### src/rtl/ipi_dispatch.sv
module ipi_dispatch #(
  parameter int NCPU = 8,
  localparam int IW = (NCPU > 1) ? $clog2(NCPU) : 1
) (
  input  logic            clk,
  input  logic            rst_n,
  input  logic            cmd_valid,
  output logic            cmd_ready,
  input  logic [63:0]     cmd_word,
  input  logic [IW-1:0]   cmd_sender,
  input  logic            ext_mode,
  output logic            dlv_valid,
  output logic [IW-1:0]   dlv_cpu,
  output logic            dlv_nmi,
  output logic [7:0]      dlv_vector,
  output logic            start_valid,
  output logic [IW-1:0]   start_cpu,
  output logic [19:0]     start_addr,
  output logic            unhandled,
  output logic [NCPU-1:0] cpu_running,
  output logic [NCPU-1:0] boot_wait
);

  localparam logic [2:0] MD_FIXED = 3'b000;
  localparam logic [2:0] MD_NMI   = 3'b100;
  localparam logic [2:0] MD_INIT  = 3'b101;
  localparam logic [2:0] MD_START = 3'b110;

  logic [NCPU-1:0] run_q, wait_q, pend_q, set_c;
  logic [7:0]      vec_q;
  logic            nmi_q, unh_q, st_q;
  logic [IW-1:0]   st_cpu_q, low;
  logic [19:0]     st_addr_q;

  wire [31:0]   dest   = ext_mode ? cmd_word[63:32] : {24'd0, cmd_word[63:56]};
  wire [2:0]    mode   = cmd_word[10:8];
  wire [1:0]    shand  = cmd_word[19:18];
  wire          lvl    = cmd_word[14];
  wire [7:0]    vec    = cmd_word[7:0];
  wire          dest_ok = dest < 32'(NCPU);
  wire [IW-1:0] didx   = dest[IW-1:0];
  wire          boot_ok = (cmd_sender == '0) && (dest != 32'd0) && dest_ok;
  wire          accept = cmd_valid && cmd_ready;

  logic unused_bits;
  assign unused_bits = ^{cmd_word[31:20], cmd_word[17:15], cmd_word[13:11]};

  always_comb begin
    case (shand)
      2'b00:   set_c = dest_ok ? (NCPU'(1) << didx) : '0;
      2'b01:   set_c = NCPU'(1) << cmd_sender;
      2'b10:   set_c = run_q;
      default: set_c = run_q & ~(NCPU'(1) << cmd_sender);
    endcase
  end

  always_comb begin
    low = '0;
    for (int i = NCPU - 1; i >= 0; i--)
      if (pend_q[i]) low = IW'(i);
  end

  always_ff @(posedge clk) begin
    if (!rst_n) begin
      run_q     <= NCPU'(1);
      wait_q    <= '0;
      pend_q    <= '0;
      vec_q     <= '0;
      nmi_q     <= 1'b0;
      unh_q     <= 1'b0;
      st_q      <= 1'b0;
      st_cpu_q  <= '0;
      st_addr_q <= '0;
    end else begin
      unh_q <= 1'b0;
      st_q  <= 1'b0;
      if (|pend_q) pend_q <= pend_q & ~(NCPU'(1) << low);
      if (accept) begin
        case (mode)
          MD_FIXED, MD_NMI: begin
            pend_q <= set_c;
            vec_q  <= vec;
            nmi_q  <= (mode == MD_NMI);
          end
          MD_INIT: begin
            if (lvl) begin
              if (!boot_ok) unh_q <= 1'b1;
              else if (!run_q[didx] && !wait_q[didx]) wait_q[didx] <= 1'b1;
            end
          end
          MD_START: begin
            if (!boot_ok) unh_q <= 1'b1;
            else if (wait_q[didx]) begin
              wait_q[didx] <= 1'b0;
              run_q[didx]  <= 1'b1;
              st_q         <= 1'b1;
              st_cpu_q     <= didx;
              st_addr_q    <= {vec, 12'h000};
            end
          end
          default: unh_q <= 1'b1;
        endcase
      end
    end
  end

  assign cmd_ready   = ~|pend_q;
  assign dlv_valid   = |pend_q;
  assign dlv_cpu     = low;
  assign dlv_nmi     = nmi_q;
  assign dlv_vector  = vec_q;
  assign start_valid = st_q;
  assign start_cpu   = st_cpu_q;
  assign start_addr  = st_addr_q;
  assign unhandled   = unh_q;
  assign cpu_running = run_q;
  assign boot_wait   = wait_q;

  AST_CPU0_RUNS: assert property (@(posedge clk) disable iff (!rst_n) cpu_running[0]);
  AST_STATE_EXCL: assert property (@(posedge clk) disable iff (!rst_n) (cpu_running & boot_wait) == '0);
  AST_ONE_PER_CYCLE: assert property (@(posedge clk) disable iff (!rst_n)
    dlv_valid |=> $countones(pend_q) == $countones($past(pend_q)) - 1);
  AST_ASCENDING: assert property (@(posedge clk) disable iff (!rst_n)
    dlv_valid && $past(dlv_valid) |-> dlv_cpu > $past(dlv_cpu));
  AST_START_FROM_WAIT: assert property (@(posedge clk) disable iff (!rst_n)
    start_valid |-> cpu_running[start_cpu] && ((($past(boot_wait) >> start_cpu) & NCPU'(1)) != '0));
  AST_UNH_ALONE: assert property (@(posedge clk) disable iff (!rst_n)
    unhandled |-> !start_valid && !dlv_valid);

endmodule

### config.mk
export PLATFORM = sky130hd
export DESIGN_NAME = ipi_dispatch
export DESIGN_NICKNAME = d
export VERILOG_FILES = /design/src/rtl/ipi_dispatch.sv
export SDC_FILE = /design/constraint.sdc
export NUM_CORES = 1
export LEC_CHECK = 0
export ABC_AREA = 0
export BUFFER_PORTS_ARGS = -buffer_cell sky130_fd_sc_hd__buf_4
export CAP_MARGIN = 30
export CORE_UTILIZATION = 41
export CTS_CLUSTER_SIZE = 12
export DETAILED_ROUTE_END_ITERATION = 6
export PLACE_DENSITY = 0.83
export SYNTH_ARGS = -nofsm -noshare
export SYNTH_HDL_FRONTEND = slang
export SYNTH_SLANG_ARGS = --single-unit
### constraint.sdc
create_clock -name clk -period 2.5 [get_ports clk]
set_input_delay 0 -clock clk [delete_from_list [all_inputs] [get_ports clk]]
set_output_delay 0 -clock clk [all_outputs]
set_load 0.005 [all_outputs]
# ---- After elaboration in Yosys (flattened, before gate mapping)
# Index checks and enable logic that the tools add are counted.
# Widths: inputs -> output; s select.
dict set report classes {
  order_cmp 3
  n_eq_ne 10
  n_shift 3
  muxes 30
  bitwise 8
  reduce_logical 20
}
# operator n
set op_table {}
lappend op_table {{$mux 8} 9}
lappend op_table {{$lt 32x4->1 const B} 1}
lappend op_table {{$mux 32} 1}
lappend op_table {{$reduce_bool 32->1} 1}
lappend op_table {{$and 8x8->8} 3}
lappend op_table {{$mux 3} 8}
lappend op_table {{$not 8->8} 3}
lappend op_table {{$pmux 8 s3} 1}
lappend op_table {{$shl 1x3->8 const A} 3}
lappend op_table {{$or 8x8->8} 2}
lappend op_table {{$pmux 8 s2} 1}
lappend op_table {{$ne 2x2->1 const B} 5}
lappend op_table {{$eq 3x3->1 const B} 3}
lappend op_table {{$reduce_and 4->1} 2}
lappend op_table {{$reduce_or 8->1} 1}
lappend op_table {{$reduce_and 7->1} 1}
lappend op_table {{$bmux 1 s3} 2}
lappend op_table {{$logic_not 3->1} 2}
lappend op_table {{$mux 1} 6}
lappend op_table {{$logic_and 1x1->1} 5}
lappend op_table {{$lt 3x4->1 const B} 1}
lappend op_table {{$reduce_and 2->1} 2}
lappend op_table {{$demux 1 s3} 1}
lappend op_table {{$ge 3x1->1 const B} 1}
lappend op_table {{7 further kinds} 9}
dict set report totals {
  regBits 46
  in_bits 71
  output_inout_bits 55
  elab_cells 83
}

# ---- Logic depth before layout (Yosys ltp)
# Gate-level depths: netlist of run 1.
dict set report depth {
  depth_word 14
  ltp_mapped 8
  depth_no_buf 6
}

# ---- Worst setup path before layout of run 1
# No wires, ideal clock.
dict set report synth_path {
  path_kind {register -> register}
  from {reg pend_q[3]}
  to {reg (tool-made name)}
  setup_time_ns 0.131
  arrival_ns 2.291
  slack_ns 0.078
  path_stages_with_launch 8
  synth_period_minus_slack_ns 2.422
  cell_sequence {dfxtp_1 -> nor4_4 -> nand2_2 -> or4_1 -> or4_4 -> buf_6 -> o311ai_2 -> o31ai_1}
}
# item line_no
set synth_lines {}
lappend synth_lines {{start, declared} 29} ;# logic [NCPU-1:0] run_q, wait_q, pend_q, set_c;
lappend synth_lines {{start signal, assigned} 77} ;# if (|pend_q) pend_q <= pend_q & ~(NCPU'(1) << low);
lappend synth_lines {{start signal, assigned} 81} ;# pend_q <= set_c;

# ---- Worst setup path in the final report of run 1
dict set report layout_path {
  from {reg pend_q[3]}
  to {reg st_cpu_q[0] (netlist: start_cpu[0])}
}
dict set report layout_between {
  elab_chain_cells 4
}
# item line_no
set layout_lines {}
lappend layout_lines {{$reduce_or 8->1} 107} ;# assign cmd_ready = ~|pend_q;
lappend layout_lines {{$logic_not 1->1} 107}
lappend layout_lines {{$logic_and 1x1->1} 43} ;# wire accept = cmd_valid && cmd_ready;
lappend layout_lines {{$reduce_and 4->1 (no line)} -}
lappend layout_lines {{end signal, assigned} 97} ;# st_cpu_q <= didx;
lappend layout_lines {{end, declared} 32} ;# logic [IW-1:0] st_cpu_q, low;
# No other way between the ends.
# A chain may end at the register's enable or synchronous reset.

==> results.tsv, run 1 <==
metric	value	unit
asr flop ratio synth	0	%
Main synth FF type	dfxtp_1	
Core Region	5920	um^2
PortBufs	95	
CTS Buf Count	5	
die area	6450	um^2
power share of the combinational group	18.9	%
Slew Limit Fails	0	
Clock Path Buffers	2	
ANT cells	0	
wirelength, routed	7810	um
Vias	2750	
initial antenna violation count	0	
YS warnings	0	
GP Congestion	0.848	
die width	80.3	um
Post-synth EDFFs	0	
status	complete, no violations	
post-synth top area share	36.6	%
Hold/Removal Path Class	in2reg	
Post-Syn Area	2520	um^2
DIE HEIGHT	80.3	um
crit path launch type	register	
TritonCTS clock tree	done	
FF/Latch Area	921	um^2
Switching Fraction	26.8	%
nets	485	
highest-count cells in the layout ignoring fill and taps	109 x buf_4, 46 x dfxtp_1, 36 x nand2_1	
Worst EP required	2.69	ns
clock slew at reported path FFs	0.08	ns
Top Ports	126	
gr usage total	22.8	%
Layout Skew	0.00863	ns
Avg Vias per Cell	5.62	
critical path type	reg2reg	
Initial Utilization	42.5	%
drt pass-1 iters	4	
Non-Filler Instances	489	
CP Max Fanout	5	
Cell variety after synth	45	
placed insts	471	
share of cells above drive strength 1	34.1	%
number of global-route vias before repair	2435	
crit path DAT	2.63	ns
RSZ-0062 raised after global routing	no	
proportion of synthesized chip area in sequential cells	36.6	%
Post-DP HPWL	5720	um
CTS root buf	clkbuf_8	
Sinks on Clock Net	46	
clock network power share	29.6	%
Power Total	1.45	mW
Setup violations, final	0	
Synth area leaders	dfxtp_1 37%, mux2i_1 6.0%, nand2_1 5.4%	
crit path capture type	register	
largest net degree at the start of global routing	26	
Internal Pwr Total	1.06	mW
post-synth top area cell	dfxtp_1	
total overflow reported by the global router	0	
Worst VDD drop	0.000365	V
Lkg Pwr	1.54	nW
most common cell after layout, fill and taps aside	buf_4	
worst hold margin	0.0600	ns
Final Cell Area	3540	um^2
pwr/cell area	409	nW/um^2
DRT iter0 DRCs	196	
power share of the sequential group	51.4	%
number of max-cap violations	0	
#FFs+latches synth	46	
# DRC	0	
row cnt	28	
Area Growth Syn to Fin	40.7	%
Avg Cell Area, Syn	8.30	um^2
hold violation count in the final report	0	
multi-input logic area	1500	um^2
first-pass GRT wire length	11400	um
Final ANT Viol Nets	0	
Switching Power	0.389	mW
placed inst area	3320	um^2
# fillers	502	
H-tree Lvls	2	
FMAX	0.410	GHz
Worst-Skew Late Latency	0.30	ns
WL/cell	16.0	um
total negative slack	0	ns
min Tclk post-route	2.44	ns
Final period util	97.5	%
synthesized instance count	303	
cells in the mapped netlist (all sizes together), types with 2 or more instances:
cell type and count:
a31oi 7, o211ai 2, mux2i 17, nand4b 2, or4 5, o21a 8
mux4 2, inv 4, nor3 8, nand3 8, or3 2, o21ai 21
nand2b 5, nand2 37, nand3b 2, o22ai 4, buf 15, nor2b 3
a21oi 16, and2 2, o311ai 5, nor2 31, nor4 10, o31ai 9
mux2 5, o41ai 2, dfxtp 46, nand4 3, a31o 2, clkbuf 13
critical path, cell delays in order, from the launching register on:
cell and delay [ns]:
dfxtp_1 0.34, nor4_4 0.34, nand2_2 0.12, or4_4 0.52
or4_4 0.56, buf_4 0.20, mux2i_2 0.19, nor2_1 0.06
stage by stage:
stage | worst slack (ns) | util (%)
4_1_cts | 0.0440 | 59.0
3_3_place_gp | 0.0684 | 56.0
6_report | 0.0633 | 59.8
2_1_floorplan | 0.0782 | -
5_1_grt | 0.00176 | 59.8
3_5_place_dp | 0.00665 | 56.0
power by group through the flow:
stage | Sequential [mW] | Combinational [mW] | Clock, mW
CTS | 0.745 | 0.266 | 0.434
finish | 0.745 | 0.274 | 0.429
global placement | 0.762 | 0.246 | 0
global route | 0.746 | 0.296 | 0.461
floorplan | 0.762 | 0.134 | 0
detailed placement | 0.762 | 0.252 | 0
area by class of cell:
| type | count | area share, % |
|---|---|---|
| flip-flops and latches | 46 | 26.0 |
| clock inverters | 2 | 0.283 |
| clock buffers | 5 | 1.94 |
| well taps | 75 | 2.65 |
| multi-input cells | 237 | 42.3 |
| inverters | 4 | 0.424 |
| repair buffers | 120 | 26.4 |
path summary, 6_finish.rpt:
path,startpoint,to,slack [ns],cells after the start
min reg2reg,dlv_vector[1],dlv_vector[1],0.46,2
max,pend_q[3],start_cpu[0],0.06,7
max reg2reg,pend_q[3],start_cpu[0],0.06,7
min,rst_n,cpu_running[0],0.06,2
repair_timing:
| action | in CTS | in global routing |
|---|---|---|
| pin swaps | 1 | 4 |
| buffers inserted | 0 | 0 |
| endpoints found under the hold margin | 18 | 0 |
| hold buffers | 10 | 0 |
| cloned | 0 | 1 |
| endpoints found under the setup margin | 1 | 19 |
| resized for setup | 0 | 9 |
cells by family after synthesis:
| kind of cell | after synthesis | synth area share [%] |
|---|---|---|
| DFF | 46 | 36.6 |
| other | 1 | 0.149 |
| and+or+nand+nor | 119 | 23.7 |
| AOI/OAI and AO/OA | 81 | 21.5 |
| buffers and inverters | 32 | 6.96 |
| muxes | 24 | 11.1 |
layer usage:
metal / track usage (%) / routed length [um]
met5: 0 / 0
met1: 29.1 / 3230
met2: 39.1 / 3950
met4: 6.43 / 95
met3: 3.98 / 537
Note: power is estimated with default switching activity, not from simulation.
==> inputs of run 2 (changes only) <==
- CORE_UTILIZATION: 41 -> 46
- PLACE_DENSITY: 0.83 -> 0.87
- clock period: 2.5 -> 2.4 ns (I/O delays scaled with it)
==> results.tsv, run 2 (synthesis gave the netlist of run 1 again) <==
metric	value	unit	change
status	finished, violations left		was complete, no violations
failing checks	setup timing		
slowest CP cell	or4_4		unchanged
PortBufs	95		unchanged
highest-count cells in the layout ignoring fill and taps	108 x buf_4, 45 x dfxtp_1, 36 x nand2_1		was 109 x buf_4, 46 x dfxtp_1, 36 x nand2_1
number of cells on the worst hold path	2		unchanged
Final Cell Area	3540	um^2	about the same
# fillers	407		was 502
Worst-Skew Late Latency	0.31	ns	was 0.30 ns
placed insts	464		was 471
crit-path most repeated cell	or4_4		unchanged
crit path DAT	2.60	ns	was 2.63 ns
number of max-cap violations	0		unchanged
die width	76.0	um	was 80.3 um
row cnt	26		was 28
CP Max Fanout	5		unchanged
hold violation count in the final report	0		unchanged
share of cells above drive strength 1	34.3	%	was 34.1%
total overflow reported by the global router	0		unchanged
final worst-path setup slack	-0.00339	ns	was 0.0633 ns
Core Region	5170	um^2	was 5920 um^2
Worst EP required	2.59	ns	was 2.69 ns
Slew HR	66.2	%	
Slew Limit Fails	0		unchanged
crit-path max cell delay	0.57	ns	was 0.56 ns
most common cell after layout, fill and taps aside	buf_4		unchanged
wirelength, routed	7780	um	was 7810 um
Hold/Removal Path Class	in2reg		unchanged
Setup violations, final	1		was 0
# DRC	0		unchanged
initial antenna violation count	0		unchanged
gr usage total	26.3	%	was 22.8%
number of global-route vias before repair	2471		was 2435
first-pass GRT wire length	12200	um	was 11400 um
WL/cell	16.1	um	was 16.0 um
crit path launch type	register		unchanged
Sinks on Clock Net	46		unchanged
Layout Skew	0.00861	ns	was 0.00863 ns
die area	5770	um^2	was 6450 um^2
Worst VDD drop	0.000305	V	was 0.000365 V
pwr/cell area	438	nW/um^2	was 409 nW/um^2
Avg Vias per Cell	5.71		was 5.62
critical path cell sequence	nor4_4 > nand2_2 > or4_4 > or4_4 > o311ai_1 > o31ai_1		was nor4_4 > nand2_2 > or4_4 > or4_4 > buf_4 > mux2i_2 > nor2_1
critical path type	reg2reg		unchanged
Finished Core Util	68.5	%	was 59.8%
crit path capture type	register		unchanged
Initial Utilization	48.6	%	was 42.5%
Final period util	100	%	was 97.5%
placed inst area	3300	um^2	was 3320 um^2
Power Total	1.55	mW	was 1.45 mW
GP Congestion	0.808		was 0.848
Place WS	-0.0695	ns	was 0.00665 ns
worst hold margin	0.0328	ns	was 0.0600 ns
clock slew at reported path FFs	0.09	ns	was 0.08 ns
CTS root buf	clkbuf_8		unchanged
FMAX	0.416	GHz	was 0.410 GHz
drt pass-1 iters	5		was 4
FF/Latch Area	922	um^2	was 921 um^2
Lkg Pwr	1.54	nW	about the same
H-tree Lvls	2		unchanged
TritonCTS clock tree	done		unchanged
Top Ports	126		unchanged
CTS Buf Count	5		unchanged
nets	484		was 485
min Tclk post-route	2.40	ns	was 2.44 ns
Slew @ Worst Pin	0.507	ns	
DIE HEIGHT	76.0	um	was 80.3 um
RSZ-0062 raised after global routing	yes		was no
largest net degree at the start of global routing	26		unchanged
Final ANT Viol Nets	0		unchanged
Clock Path Buffers	2		unchanged
ANT cells	0		unchanged
DRT iter0 DRCs	253		was 196
Post-DP HPWL	5410	um	was 5720 um
Vias	2762		was 2750
total negative slack	-0.00339	ns	was 0 ns
FF-to-FF path depth	6		was 7
Area Growth Syn to Fin	40.7	%	about the same
multi-input logic area	1500	um^2	about the same
Non-Filler Instances	484		was 489
-- run 2: cell types whose count changed in the layout (fill, tap and decap cells not counted), sizes merged --
cell and change:
clkinvlp +1, buf -1
-- run 2: final cells by class --
| cell class | count | share of cell area [%] |
|---|---|---|
| well taps | 70 | 2.47 |
| repair buffers | 119 | 26.1 |
| clock buffers | 5 | 1.94 |
| multi-input cells | 237 | 42.4 |
| inverters | 4 | 0.424 |
| flip-flops and latches | 46 | 26.0 |
| clock inverters | 3 | 0.601 |
-- run 2: worst max-delay path, delay by kind of cell (launching register included) --
family	cells	cell delay (ns)
compound gates	2	0.46
flops	1	0.34
simple gates	4	1.49
-- run 2: timing repair --
action	CTS	global route
setup endpoints to repair	2	15
resized for setup	1	9
gates cloned	0	1
endpoints found under the hold margin	18	0
pin swaps	1	3
hold buffers	10	0
setup buffers	0	1
-- run 2: power breakdown --
| group | internal (mW) | switching, mW | leakage, nW |
|---|---|---|---|
| sequential | 0.771 | 0.00568 | 0.372 |
| clock | 0.205 | 0.281 | 0.0441 |
| combinational | 0.139 | 0.149 | 1.13 |
-- run 2: worst paths after layout --
kind | startpoint | end | slack [ns]
min | rst_n | cpu_running[0] | 0.03
max reg2reg | pend_q[0] | register | -0.003
max | pend_q[0] | register | -0.003
min reg2reg | dlv_vector[7] | dlv_vector[7] | 0.46
-- run 2: per-layer routing --
| metal | GRT usage, % | part of all wire, % |
|---|---|---|
| met5 | 0 | 0 |
| met4 | 12.3 | 2.7 |
| met3 | 5.66 | 8.1 |
| met2 | 41.9 | 48 |
| met1 | 34.0 | 41 |
